==> config.mk <==
export PLATFORM = sky130hd
export DESIGN_NAME = frame_stats_ctrl
export DESIGN_NICKNAME = d
export VERILOG_FILES = /design/src/rtl/frame_stats_pkg.sv /design/src/rtl/fs_phy_reset_timer.sv /design/src/rtl/fs_pulse_sync.sv /design/src/rtl/fs_stretch.sv /design/src/rtl/frame_stats_ctrl.sv
export SDC_FILE = /design/constraint.sdc
export NUM_CORES = 1
export LEC_CHECK = 0
export BUFFER_PORTS_ARGS = -buffer_cell sky130_fd_sc_hd__buf_2
export CAP_MARGIN = 20
export CELL_PAD_IN_SITES_DETAIL_PLACEMENT = 0
export CELL_PAD_IN_SITES_GLOBAL_PLACEMENT = 1
export CORE_UTILIZATION = 34
export DETAILED_ROUTE_END_ITERATION = 10
export MAX_ROUTING_LAYER = met4
export PLACE_DENSITY = 0.66
export SETUP_SLACK_MARGIN = 0.02
export SLEW_MARGIN = 10
export SYNTH_ARGS = -nofsm -noshare
export SYNTH_HDL_FRONTEND = slang
export SYNTH_SLANG_ARGS = --single-unit
==> constraint.sdc <==
create_clock -name clk -period 5.3 [get_ports clk]
set_clock_uncertainty 0.15 [all_clocks]
set_input_delay 0.265 -clock clk [delete_from_list [all_inputs] [get_ports clk]]
set_output_delay 0.265 -clock clk [all_outputs]
set_load 0.02 [all_outputs]
==> src/rtl/frame_stats_pkg.sv <==
package frame_stats_pkg;
  // Index of each receive-domain flag inside the crossing vector.
  localparam int CH_FRAME = 0;
  localparam int CH_ERROR = 1;
  localparam int NUM_CH   = 2;
  // Fewest flops a crossing chain may have.
  localparam int MIN_SYNC_STAGES = 2;

  typedef logic [NUM_CH-1:0] rx_flags_t;
endpackage

==> src/rtl/fs_phy_reset_timer.sv <==
module fs_phy_reset_timer #(
  parameter int HOLD_CYCLES = 2_000_000
) (
  input  logic clk,
  input  logic rst,
  output logic phy_rst_n,
  output logic phy_ready
);
  localparam int CW = $clog2(HOLD_CYCLES + 1);
  localparam logic [CW-1:0] LAST = CW'(HOLD_CYCLES - 1);

  logic [CW-1:0] hold_cnt;
  logic          rel_q;
  logic          rdy_q;

  always_ff @(posedge clk) begin
    if (rst) begin
      hold_cnt <= '0;
      rel_q    <= 1'b0;
      rdy_q    <= 1'b0;
    end else if (!rel_q) begin
      if (hold_cnt == LAST) begin
        rel_q <= 1'b1;
        rdy_q <= 1'b1;
      end else begin
        hold_cnt <= hold_cnt + 1'b1;
      end
    end
  end

  assign phy_rst_n = rel_q;
  assign phy_ready = rdy_q;

  assert_ready_sticky_R1: assert property (@(posedge clk) disable iff (rst)
    rdy_q |=> rdy_q);
  assert_ready_matches_pin_R1: assert property (@(posedge clk) disable iff (rst)
    rel_q == rdy_q);
  assert_counter_frozen_R1: assert property (@(posedge clk) disable iff (rst)
    rel_q |=> $stable(hold_cnt));
endmodule

==> src/rtl/fs_pulse_sync.sv <==
module fs_pulse_sync #(
  parameter int STAGES = 2
) (
  input  logic clk,
  input  logic rst,
  input  logic async_in,
  output logic rise
);
  logic [STAGES-1:0] chain;
  logic              last_q;

  always_ff @(posedge clk) begin
    if (rst) begin
      chain  <= '0;
      last_q <= 1'b0;
    end else begin
      chain  <= {chain[STAGES-2:0], async_in};
      last_q <= chain[STAGES-1];
    end
  end

  assign rise = chain[STAGES-1] & ~last_q;

  assert_single_cycle_event_R3: assert property (@(posedge clk) disable iff (rst)
    rise |=> !rise);
endmodule

==> src/rtl/fs_stretch.sv <==
module fs_stretch #(
  parameter int HOLD = 5_000_000
) (
  input  logic clk,
  input  logic rst,
  input  logic trig,
  output logic lamp
);
  localparam int SW = $clog2(HOLD + 1);

  logic [SW-1:0] left;
  logic          lamp_q;

  always_ff @(posedge clk) begin
    if (rst) begin
      left   <= '0;
      lamp_q <= 1'b0;
    end else if (trig) begin
      left   <= SW'(HOLD);
      lamp_q <= 1'b1;
    end else if (left != '0) begin
      left   <= left - 1'b1;
      lamp_q <= (left > SW'(1));
    end else begin
      lamp_q <= 1'b0;
    end
  end

  assign lamp = lamp_q;

  assert_lamp_on_trigger_R5: assert property (@(posedge clk) disable iff (rst)
    trig |=> lamp_q);
  assert_dark_stays_dark_R6: assert property (@(posedge clk) disable iff (rst)
    (!lamp_q && !trig) |=> !lamp_q);
endmodule

==> src/rtl/frame_stats_ctrl.sv <==
module frame_stats_ctrl
  import frame_stats_pkg::*;
#(
  parameter int RESET_CYCLES = 2_000_000,
  parameter int BLINK_CYCLES = 5_000_000,
  parameter int SYNC_STAGES  = 2,
  parameter int CNT_W        = 16,
  parameter int LED_W        = 4
) (
  input  logic             clk,
  input  logic             rst,
  input  logic             rx_frame_pulse,
  input  logic             rx_error_pulse,
  output logic             phy_rst_n,
  output logic             phy_ready,
  output logic [LED_W-1:0] frame_leds,
  output logic             activity_led,
  output logic             error_led
);
  localparam int STAGES = (SYNC_STAGES < MIN_SYNC_STAGES) ? MIN_SYNC_STAGES : SYNC_STAGES;

  rx_flags_t raw_flags;
  rx_flags_t evt;

  assign raw_flags[CH_FRAME] = rx_frame_pulse;
  assign raw_flags[CH_ERROR] = rx_error_pulse;

  fs_phy_reset_timer #(.HOLD_CYCLES(RESET_CYCLES)) u_rst_timer (
    .clk(clk), .rst(rst), .phy_rst_n(phy_rst_n), .phy_ready(phy_ready)
  );

  for (genvar g = 0; g < NUM_CH; g++) begin : g_cross
    fs_pulse_sync #(.STAGES(STAGES)) u_sync (
      .clk(clk), .rst(rst), .async_in(raw_flags[g]), .rise(evt[g])
    );
  end

  fs_stretch #(.HOLD(BLINK_CYCLES)) u_blink (
    .clk(clk), .rst(rst), .trig(evt[CH_FRAME]), .lamp(activity_led)
  );

  logic [CNT_W-1:0] frame_cnt;
  logic             err_q;

  always_ff @(posedge clk) begin
    if (rst) begin
      frame_cnt <= '0;
      err_q     <= 1'b0;
    end else begin
      if (evt[CH_FRAME]) frame_cnt <= frame_cnt + 1'b1;
      if (evt[CH_ERROR]) err_q     <= 1'b1;
    end
  end

  assign frame_leds = frame_cnt[LED_W-1:0];
  assign error_led  = err_q;

  assert_count_step_R3: assert property (@(posedge clk) disable iff (rst)
    evt[CH_FRAME] |=> frame_cnt == CNT_W'($past(frame_cnt) + 1'b1));
  assert_count_hold_R4: assert property (@(posedge clk) disable iff (rst)
    !evt[CH_FRAME] |=> $stable(frame_cnt));
  assert_error_sticky_R7: assert property (@(posedge clk) disable iff (rst)
    err_q |=> err_q);
endmodule

**Word level (Yosys, flattened, before mapping)**

Cells that the tools add are included.

- Output and inout bits: 8
- Register bits after elaboration: 70
- Word-level logic and storage cells: 34

- $add $sub $neg: 3
- Equality and inequality tests: 1
- Order comparisons: 1
- Reductions and logical operators: 5
- Bitwise logic cells: 6
- Muxes and demuxes: 6

Operators by type and width:

| cell | number |
|---|---|
| $mux W23 | 2 |
| $gt A23 B1 Y1 const B | 1 |
| $reduce_bool A23 Y1 | 1 |
| $sub A23 B1 Y23 const B | 1 |
| $add A21 B1 Y21 const B | 1 |
| $eq A21 B21 Y1 const B | 1 |
| $add A16 B1 Y16 const B | 1 |
| $mux W1 | 4 |
| $not A1 Y1 | 4 |
| $reduce_and A2 Y1 | 2 |
| $and A1 B1 Y1 | 2 |
| $reduce_bool A2 Y1 | 1 |
| $reduce_or A2 Y1 | 1 |

**Logic depth before layout (Yosys ltp)**

Gate-level depths: netlist of the first run.

- Word-level depth: 3
- Depth in mapped cells: 8
- Gate-level depth less buffers: 7

**By module**

Synthesis of the first run repeated with hierarchy kept, for this count alone.

- Cell total of the unflattened synthesis: 313
- Area total of the unflattened synthesis: 2,864.0 sq um

Modules (own cells, without submodules):

| module | times used | sequential area each (sq um) | area each (sq um) | cells an instance |
|---|---|---|---|---|
| fs_stretch | 1 | 480.5 | 1,363.8 | 157 |
| fs_phy_reset_timer | 1 | 460.4 | 1,118.6 | 123 |
| frame_stats_ctrl | 1 | 100.1 | 206.4 | 19 |
| fs_pulse_sync | 2 | 60.1 | 87.6 | 7 |

**Worst setup path after synthesis of the first run**

Ideal clock, no wire load.

- Path type: reg-to-reg
- Start point: register u_blink.left[3]
- End point: register u_blink.left[0]
- Stages on the path, launching flop included: 7
- Slack: 3.120 ns
- Library setup time: 0.128 ns
- Data required time: 5.022 ns
- Data arrival time: 1.903 ns
- Path through: dfxtp_1 or4_4 or3_1 buf_2 or3_4 xnor2_1 nor2_1

- Word-level cells in the longest chain between the ends: 1

Ends and longest elaborated chain:

| what | line | text |
|---|---|---|
| from (decl) | fs_stretch.sv:11 | `logic [SW-1:0] left;` |
| from (signal assigned) | fs_stretch.sv:19 | `left <= SW'(HOLD);` |
| from (signal assigned) | fs_stretch.sv:22 | `left <= left - 1'b1;` |
| $reduce_bool A23 Y1 | fs_stretch.sv:21 | `end else if (left != '0) begin` |

Every way passes these cells.
A chain may end at the register's enable or synchronous reset.

**Worst setup path after layout of the first run**

- Start point: register u_blink.left[0]
- End point: register u_blink.left[19]

- Word-level cells in the longest chain between the ends: 3
- Elaborated cells between the ends (all ways): 5

Ends and longest elaborated chain:

| what | line | text |
|---|---|---|
| $sub A23 B1 Y23 | fs_stretch.sv:22 |  |
| $mux W23 | fs_stretch.sv:21 |  |
| $mux W23 | fs_stretch.sv:18 | `end else if (trig) begin` |

Parallel ways exist; a longest one is shown, timed or not. The select of a mux whose other input is x is not followed.

==> flow_metrics.env, run 1 <==
export IMPL_synth_nets=300
export IMPL_synth_cell_type_count=50
export IMPL_dr_pass1_iters=4
export IMPL_fp_dieH_um=89.9
export IMPL_place_gp_congestion=0.772
export IMPL_final_cells=406
export IMPL_io_pins=12
export IMPL_clk_latency_ps=330
export IMPL_rows=31
export IMPL_root_buffer="clkbuf_8"
export IMPL_muxShareOfSynthArea=0.00381
export IMPL_ys_warn_count=0
export IMPL_finalCritPeriodShare=0.474
export IMPL_cap_violations=0
export IMPL_ys_seq_area_frac=0.442
export IMPL_core_area_sq_um=7370
export IMPL_max_slew_margin=0.439
export IMPL_hold_violations=0
export IMPL_slew_viol_final=0
export IMPL_wirelength_um=5160
export IMPL_hp_start="g_cross[1].u_sync.chain[0]"
export IMPL_hpwl_um=3250
export IMPL_whs_path_depth=1
export IMPL_peakVddDrop_mv=0.175
export IMPL_first_iter_violations=83
export IMPL_grt_overflow_total=0
export IMPL_cts_setup_buffers=0
export IMPL_fin_crit_ps=2510
export IMPL_antenna_cells=0
export IMPL_synth_top_family_by_area="simple AND/OR/NAND/NOR gates"
export IMPL_synth_area_sq_um=2630
export IMPL_synth_largest_area_cell="dfxtp_1"
export IMPL_drc_errors=0
export IMPL_regToRegEndpoint="u_blink.left[19]"
export IMPL_grt_setup_unrepaired="no"
export IMPL_synthXorXnorAreaFrac=0.113
export IMPL_setup_viol=0
export IMPL_path_max_fanout=11
export IMPL_r2r_setup_slack_ps=2790
export IMPL_cts_tree="done"
export IMPL_holdWs_ps=284
export IMPL_grt_max_degree=47
export IMPL_num_vias=2033
export IMPL_htree_levels=3
export IMPL_drive_above_1_share=0.121
export IMPL_grt_pass1_wl_um=8950
export IMPL_clk_pin_slew_ps=70
export IMPL_grt_util_all_layers=0.142
export IMPL_antenna_found_initial=0
export IMPL_die_area_sq_um=8080
export IMPL_numPortBuffers=11
export IMPL_start_kind="register"
export IMPL_hold_end="g_cross[1].u_sync.chain[1]"
export IMPL_synthCells=291
export IMPL_nets=311
export IMPL_hold_path_class="register to register"
export IMPL_worstPathArrival_ps=2550
export IMPL_end_kind="register"
export IMPL_via_per_inst=5.01
export IMPL_reg2regPathDepth=7
export IMPL_start_util=0.356
export IMPL_tns_ps=0
export IMPL_synth_simple_area_share=0.280
export IMPL_outcome="finished, final reports clean"
export IMPL_worst_pin_slew_ps=835
export IMPL_placed_cells=388
export IMPL_worstSetupPathType="register to register"
export IMPL_clock_sinks=58
export IMPL_fin_util=0.408
export IMPL_cts_buffers=9
export IMPL_power_leakage_nw=1.14
export IMPL_synth_top_area_frac=0.442
export IMPL_synthTopCellsByArea="dfxtp_1 44%, xor2_1 7.0%, nor2_1 6.3%, xnor2_1 4.3%, ha_1 2.4%"
export IMPL_syn_area_per_cell_sq_um=9.02
export IMPL_area_growth_pct=14.7
export IMPL_wire_per_inst_um=12.7
export IMPL_drtAntennaViolNets=0
export IMPL_dieWidth_um=89.9
export IMPL_max_freq_ghz=0.398
export IMPL_grt_pass1_vias=1876
export IMPL_clock_path_buffers=2
export IMPL_powerDensity_nw_per_um2=568
export IMPL_ys_ff_latch=58
export IMPL_synth_adder_area_share=0.0238
export IMPL_r2r_start="u_blink.left[0]"
export IMPL_synth_compound_area_frac=0.103
export IMPL_crit_required_ps=5330
## cells in the final DEF (no fill, tap or decap), types with 2 or more instances in the layout
cell type,instances
nor2_1,44
and4_1,2
nor2b_1,7
and3_1,6
a21oi_1,11
nor4_1,7
dlygate4sd3_1,2
ha_1,5
or4_1,4
o211ai_1,2
bufinv_16,3
xor2_1,21
nand4b_1,2
buf_2,11
clkinv_2,2
inv_1,6
a31oi_1,6
nand4_1,6
or3_1,9
nand3_1,11
a211oi_1,4
nand2_1,14
nand2b_1,3
clkbuf_8,11
o21ai_0,7
dfxtp_1,58
nor4bb_1,2
xnor2_1,13
nor3_1,6
## what timing repair did
action / in CTS / in global routing
gates resized for setup: 0 / 0
endpoints found under the hold margin: 2 / 0
hold buffers: 2 / 0
## through the flow
stage	power [mW]	setup slack (ps)	cell area [sq um]
2_1_floorplan	1.11	3120	2630
3_3_place_gp	1.20	2890	2740
3_5_place_dp	1.19	2820	2740
4_1_cts	1.72	2810	3010
5_1_grt	1.83	2580	3010
6_report	1.71	2790	3010
## cells by family after synthesis
group	after synthesis
XOR/XNOR	34
flip-flops	58
AO/OA/AOI/OAI	41
AND/OR/NAND/NOR	133
multiplexers	1
buffers and inverters	19
adder cells (fa/ha/maj)	5
## power by group
part	total, mW	switching [mW]	leakage, nW	internal [mW]
logic	0.585	0.341	0.533	0.244
registers	0.611	0.0924	0.473	0.519
clock network	0.513	0.176	0.129	0.336
total	1.71	0.609	1.14	1.10
## cell usage after synthesis (all sizes together)
master and instances:
dfxtp 58, nor2 44, xor2 21, nand2 14, xnor2 13, a21oi 11
nand3 11, or3 10, clkbuf 9, nor4 9, o21ai 9, nor2b 7
nor3 7, a31oi 6, and3 6, inv 6, nand4 6, a211oi 5
ha 5, or4 5, buf 4, nand2b 3, and4 2, nand4b 2
nor4bb 2, o211ai 2, a311oi 1, a41o 1, and4bb 1, mux2i 1
nor3b 1, nor4b 1, o21a 1, o21bai 1, o31a 1, o31ai 1
o32ai 1, o41ai 1, or2 1, or3b 1
## worst max-delay path, cell delays in order, from the launching register on
cell and delay [ps]:
dfxtp_1 340, inv_1 90, ha_1 160, nor4b_1 500, nand4_1 430, o21ai_2 470
or4_1 170, a31oi_1 70
## flip-flops by register name, summed over array words and instances, names as in the netlist
| name | cells |
|---|---|
| u_rst_timer.phy_rst_n | 1 |
| u_blink.left | 23 |
| u_blink.lamp | 1 |
| frame_cnt | 4 |
| error_led | 1 |
| u_rst_timer.phy_ready | 1 |
| u_rst_timer.hold_cnt | 21 |
| g_cross.u_sync.last_q | 2 |
| g_cross.u_sync.chain | 4 |
## how the worst max path moves through the flow
stage | from | end | slack [ps] | cells after the start
after floorplan | u_blink.left[3] | u_blink.left[0] | 3120 | 6
after global placement | u_blink.left[0] | u_blink.left[19] | 2890 | 7
after detailed placement | u_blink.left[0] | u_blink.left[19] | 2820 | 7
after CTS | u_blink.left[0] | u_blink.left[19] | 2810 | 7
after global routing | u_blink.left[0] | u_blink.left[17] | 2580 | 7
final | u_blink.left[0] | u_blink.left[19] | 2790 | 7
## final cells by class
| type | instances | area, sq um |
|---|---|---|
| Clock buffer | 11 | 151 |
| Clock inverter | 5 | 100 |
| Fill cell | 725 | 4360 |
| Inverter | 6 | 22.5 |
| Multi-Input combinational cell | 214 | 1380 |
| Sequential cell | 58 | 1160 |
| Tap cell | 99 | 124 |
| Timing Repair Buffer | 13 | 75.1 |
## layer usage
layer  share of wire  vias up  routed length, um  global-route usage
met5               0        -                  0                   -
met2            0.47       20               2420               0.215
li1                -     1049                  -                   -
met1            0.49      957               2510               0.175
met3           0.028        7                147              0.0431
met4           0.016        0                 85              0.0645
Power figures use the tool's default switching activity.
==> inputs of run 2 (changes only) <==
- ABC_AREA: default -> 1
- PLACE_DENSITY: 0.66 -> 0.7
- clock period: 5.3 -> 2.36 ns (I/O delays scaled with it)
==> flow_metrics.env, run 2 <==
export IMPL_htree_levels=3
export IMPL_end_kind="register"
export IMPL_grt_overflow_total=0
export IMPL_antenna_found_initial=0
export IMPL_ys_ff_latch=58
export IMPL_hold_path_class="register to register"
export IMPL_clock_path_buffers=2
export IMPL_outcome="finished, final reports clean"
export IMPL_synth_edf_count=0
export IMPL_wire_per_inst_um=12.1
export IMPL_start_kind="register"
export IMPL_worst_pin_slew_ps=555
export IMPL_area_growth_pct=12.8
export IMPL_finalCritPeriodShare=0.835
export IMPL_grt_setup_unrepaired="no"
export IMPL_max_freq_ghz=0.507
export IMPL_rows=34
export IMPL_synthCells=477
export IMPL_seq_area_sq_um=1160
export IMPL_power_leakage_nw=1.49
export IMPL_wirelength_um=7320
export IMPL_cts_tree="done"
export IMPL_drive_above_1_share=0.108
export IMPL_antenna_cells=0
export IMPL_powerDensity_nw_per_um2=1190
export IMPL_die_area_sq_um=9610
export IMPL_synth_async_reset_ratio=0
export IMPL_root_buffer="clkbuf_8"
export IMPL_num_fill_cells=944
export IMPL_synth_cell_type_count=28
export IMPL_cts_setup_buffers=0
export IMPL_clock_sinks=58
export IMPL_grt_util_all_layers=0.167
export IMPL_cap_violations=0
export IMPL_place_area_sq_um=3270
export IMPL_reg_largest_list="u_blink.left (23), u_rst_timer.hold_cnt (21)"
export IMPL_ys_seq_area_frac=0.370
export IMPL_ys_warn_count=0
export IMPL_layout_commonest_cell="nand2_1"
export IMPL_max_slew_margin=0.629
export IMPL_final_cell_mix="124 x nand2_1, 94 x nor2_1, 58 x dfxtp_1"
export IMPL_worstSetupPathType="register to register"
export IMPL_start_util=0.356
export IMPL_synthTopCellsByCount="124 x nand2_1, 94 x nor2_1, 58 x dfxtp_1"
export IMPL_grt_pass1_wl_um=12300
export IMPL_synth_ff_type="dfxtp_1"
export IMPL_syn_area_per_cell_sq_um=6.57
export IMPL_dr_pass1_iters=4
export IMPL_peakVddDrop_mv=0.412
export IMPL_nets=503
export IMPL_place_gp_congestion=0.858
export IMPL_hpwl_um=5260
export IMPL_crit_required_ps=2430
export IMPL_post_synth_top_count_cell="nand2_1"
export IMPL_io_pins=12
export IMPL_setup_viol=0
export IMPL_synth_area_sq_um=3140
export IMPL_clk_latency_ps=340
export IMPL_synth_nets=486
export IMPL_path_max_fanout=16
export IMPL_via_per_inst=4.72
export IMPL_synthTopCellsByArea="dfxtp_1 37%, nand2_1 15%, nor2_1 11%, inv_1 6.5%, nand3_1 5.7%"
export IMPL_grt_pass1_vias=2602
export IMPL_slew_viol_final=0
export IMPL_numPortBuffers=11
export IMPL_clk_pin_slew_ps=70
export IMPL_design_area_sq_um=3540
export IMPL_drtAntennaViolNets=0
export IMPL_grt_max_degree=36
export IMPL_worstPathArrival_ps=2040
export IMPL_synth_top_area_frac=0.370
export IMPL_multi_input_area_sq_um=1700
export IMPL_largest_reg_flops=23
export IMPL_core_area_sq_um=8810
export IMPL_fp_dieH_um=98.0
export IMPL_drc_errors=0
export IMPL_num_vias=2865
export IMPL_first_iter_violations=81
export IMPL_p_total_mw=4.21
export IMPL_fin_crit_ps=1970
export IMPL_regMostFlops="u_blink.left"
export IMPL_dieWidth_um=98.0
export IMPL_synth_largest_area_cell="dfxtp_1"
export IMPL_hold_violations=0
export IMPL_cts_buffers=9
export IMPL_tns_ps=0
run 2: changes by cell type after synthesis, sizes merged, moves of 9 or more:
cell	previous run	this run
xor2	21	8
nor4	9	0
inv	6	54
or3	10	0
nor2	44	99
nand3	11	38
nand2	14	130
a21oi	11	34
run 2: cell families (layout without fill, tap and decap cells):
logic type / after synthesis / after routing / synth area share
buf+inv: 64 / 86 / 0.0870
xor+xnor: 17 / 17 / 0.0475
compound gates: 48 / 48 / 0.0910
flops: 58 / 58 / 0.370
simple gates: 285 / 285 / 0.384
fa+ha+maj: 5 / 5 / 0.0200
run 2: stage by stage:
stage	worst slack, ps	hold WS (ps)	utilization	std cells
6_report	389	254	0.402	607
5_1_grt	164	274	0.402	607
4_1_cts	370	256	0.402	607
3_5_place_dp	386	176	0.371	588
3_3_place_gp	413	167	0.371	588
2_1_floorplan	655	75.0	-	477
run 2: repair_timing:
action	4_1_cts	5_1_grt
gates resized for setup	0	0
hold buffers	3	0
endpoints found under the setup margin	0	0
endpoints found under the hold margin	3	0
run 2: critical path, cell delays in order, from the launching register on:
cell	delay [ps]
dfxtp_1	400
ha_1	260
nand2_1	130
nor2_4	170
nand3_2	160
nand2_2	100
inv_1	250
a21oi_1	210
nor2_1	40
run 2: cell type report:
type / instances / share of cell area
clock buffers: 12 / 0.0467
repair buffers: 16 / 0.0283
multi-input cells: 355 / 0.481
well taps: 108 / 0.0382
inverters: 54 / 0.0573
flip-flops and latches: 58 / 0.328
clock inverters: 4 / 0.0205
run 2: where the power goes:
part / leakage [nW] / switching [mW] / internal [mW] / total, mW
registers: 0.473 / 0.174 / 1.17 / 1.34
logic: 0.900 / 1.15 / 0.628 / 1.77
clock network: 0.119 / 0.409 / 0.679 / 1.09
run 2: worst paths after layout:
check / startpoint / end / slack, ps / cells past startpoint
worst max-delay path: u_rst_timer.hold_cnt[0] / u_rst_timer.hold_cnt[2] / 390 / 8
worst min-delay path: g_cross[1].u_sync.chain[0] / g_cross[1].u_sync.chain[1] / 250 / 2
worst max register to register: u_rst_timer.hold_cnt[0] / u_rst_timer.hold_cnt[2] / 390 / 8
worst min register to register: g_cross[1].u_sync.chain[0] / g_cross[1].u_sync.chain[1] / 250 / 2
run 2: metal layers:
| layer | up-vias | track usage | part of all wire |
|---|---|---|---|
| li1 | 1526 | - | - |
| met1 | 1298 | 0.194 | 0.47 |
| met2 | 31 | 0.282 | 0.49 |
| met3 | 10 | 0.0408 | 0.026 |
| met4 | 0 | 0.0571 | 0.016 |
| met5 | - | - | 0 |
==> inputs of run 3 (changes only) <==
- ABC_AREA: 1 -> 0
- PLACE_DENSITY: 0.7 -> 0.66
- clock period: 2.36 -> 1.85 ns (I/O delays scaled with it)
==> flow_metrics.env, run 3 (same netlist as run 1, synthesis figures left out) <==
export IMPL_placed_cells=440
export IMPL_crit_top_cell="or3_4"
export IMPL_first_iter_violations=59
export IMPL_r2r_start="u_blink.left[6]"
export IMPL_end_kind="register"
export IMPL_cts_tree="done"
export IMPL_place_area_sq_um=3150
export IMPL_clk_latency_ps=330
export IMPL_peakVddDrop_mv=0.690
export IMPL_multi_input_area_sq_um=1580
export IMPL_htree_levels=3
export IMPL_fin_crit_ps=2140
export IMPL_largest_reg_flops=23
export IMPL_start_kind="register"
export IMPL_hpwl_um=3860
export IMPL_path_max_fanout=7
export IMPL_root_buffer="clkbuf_8"
export IMPL_drc_errors=0
export IMPL_drive_above_1_share=0.337
export IMPL_worstPathCellList="or4_4, or3_4, or3_4, nor2_1, a211oi_2"
export IMPL_wirelength_um=5730
export IMPL_grt_max_degree=21
export IMPL_nets=372
export IMPL_design_area_sq_um=3700
export IMPL_setup_viol=22
export IMPL_numPortBuffers=11
export IMPL_hold_end="g_cross[1].u_sync.chain[1]"
export IMPL_cts_buffers=9
export IMPL_fp_dieH_um=89.9
export IMPL_grt_setup_unrepaired="yes"
export IMPL_hp_start="g_cross[1].u_sync.chain[0]"
export IMPL_p_total_mw=6.57
export IMPL_final_cell_mix="53 x dfxtp_1, 51 x buf_4, 44 x nor2_1"
export IMPL_clk_pin_slew_ps=60
export IMPL_seq_area_sq_um=1170
export IMPL_hold_violations=0
export IMPL_area_growth_pct=41.0
export IMPL_max_slew_margin=0.800
export IMPL_violations="negative setup slack"
export IMPL_antenna_cells=0
export IMPL_final_cells=467
export IMPL_layout_commonest_cell="dfxtp_1"
export IMPL_num_fill_cells=709
export IMPL_rows=31
export IMPL_worstPathArrival_ps=2200
export IMPL_place_gp_congestion=0.763
export IMPL_cap_violations=0
export IMPL_dieWidth_um=89.9
export IMPL_drtAntennaViolNets=0
export IMPL_via_per_inst=4.78
export IMPL_clock_path_buffers=2
export IMPL_core_area_sq_um=7370
export IMPL_regMostFlops="u_blink.left"
export IMPL_critical_path_max_stage_delay_ps=540
export IMPL_die_area_sq_um=8080
export IMPL_slowest_stage="or4_4"
export IMPL_reg_largest_list="u_blink.left (23), u_rst_timer.hold_cnt (21)"
export IMPL_grt_overflow_total=0
export IMPL_worstSetupPathType="register to register"
export IMPL_grt_pass1_wl_um=9870
export IMPL_grt_util_all_layers=0.155
export IMPL_start_util=0.356
export IMPL_grt_pass1_vias=2189
export IMPL_worst_slack_ps=-291
export IMPL_whs_path_depth=1
export IMPL_outcome="finished, violations left"
export IMPL_clock_sinks=58
export IMPL_reg2regPathDepth=5
export IMPL_powerDensity_nw_per_um2=1770
export IMPL_max_freq_ghz=0.467
export IMPL_slew_viol_final=0
export IMPL_hold_path_class="register to register"
export IMPL_r2r_setup_slack_ps=-290
export IMPL_io_pins=12
export IMPL_num_vias=2232
export IMPL_regToRegEndpoint="u_blink.left[1]"
export IMPL_dr_pass1_iters=4
export IMPL_antenna_found_initial=0
export IMPL_finalCritPeriodShare=1.16
export IMPL_power_leakage_nw=1.49
export IMPL_worst_pin_slew_ps=297
export IMPL_crit_required_ps=1910
export IMPL_wire_per_inst_um=12.3
-- run 3: cell count changes in the layout (fill, tap and decap cells not counted), sizes merged, moves of 23 or more --
cell / delta
nand2: -116
buf: +58
nor2: -55
inv: -48
nand3: -27
a21oi: -23
-- run 3: layout make-up --
class,instances,share of cell area
Clock buffer,11,0.0382
Clock inverter,5,0.0210
Inverter,6,0.00743
Multi-Input combinational cell,214,0.425
Sequential cell,58,0.316
Tap cell,99,0.0335
Timing Repair Buffer,74,0.158
-- run 3: worst max path at each step --
stage	start	to	slack (ps)	cells after the start
final	u_blink.left[6]	u_blink.left[1]	-290	5
after floorplan	u_blink.left[4]	u_blink.left[0]	-290	6
after detailed placement	u_blink.left[6]	u_blink.left[0]	-350	5
after global routing	u_blink.left[6]	u_blink.left[1]	-350	5
after CTS	u_blink.left[6]	u_blink.left[19]	-270	6
after global placement	u_blink.left[6]	u_blink.left[0]	-320	5
-- run 3: critical path, delay by kind of cell (launching register included) --
kind            cells  cell delay [ps]
compound gates      1               60
simple gates        4             1500
flops               1              320
-- run 3: metrics by stage --
step / setup slack [ps] / hold WS (ps) / util / TNS (ps)
2_1_floorplan: -291 / 70.7 / - / -2870
3_5_place_dp: -351 / 193 / 0.427 / -5170
3_3_place_gp: -319 / 198 / 0.427 / -4760
6_report: -291 / 288 / 0.502 / -4150
5_1_grt: -352 / 315 / 0.502 / -5930
4_1_cts: -267 / 290 / 0.479 / -3420
-- run 3: routing by layer --
metal  wire length, um  vias up  global-route usage
met5                 0        -                   -
met4                57        0              0.0457
met3               150        5              0.0457
met2              2800       23               0.255
met1              2720     1031               0.184
li1                  -     1173                   -
-- run 3: report_power, final --
group / total (mW) / switching (mW) / internal, mW
clock network: 1.27 / 0.484 / 0.790
registers: 1.69 / 0.180 / 1.51
logic: 3.61 / 1.70 / 1.91
-- run 3: what timing repair did --
item	4_1_cts	5_1_grt
endpoints found under the hold margin	7	0
pin swaps	14	21
setup endpoints to repair	24	25
gates resized for setup	28	20
hold buffers	3	0
setup buffers	4	6
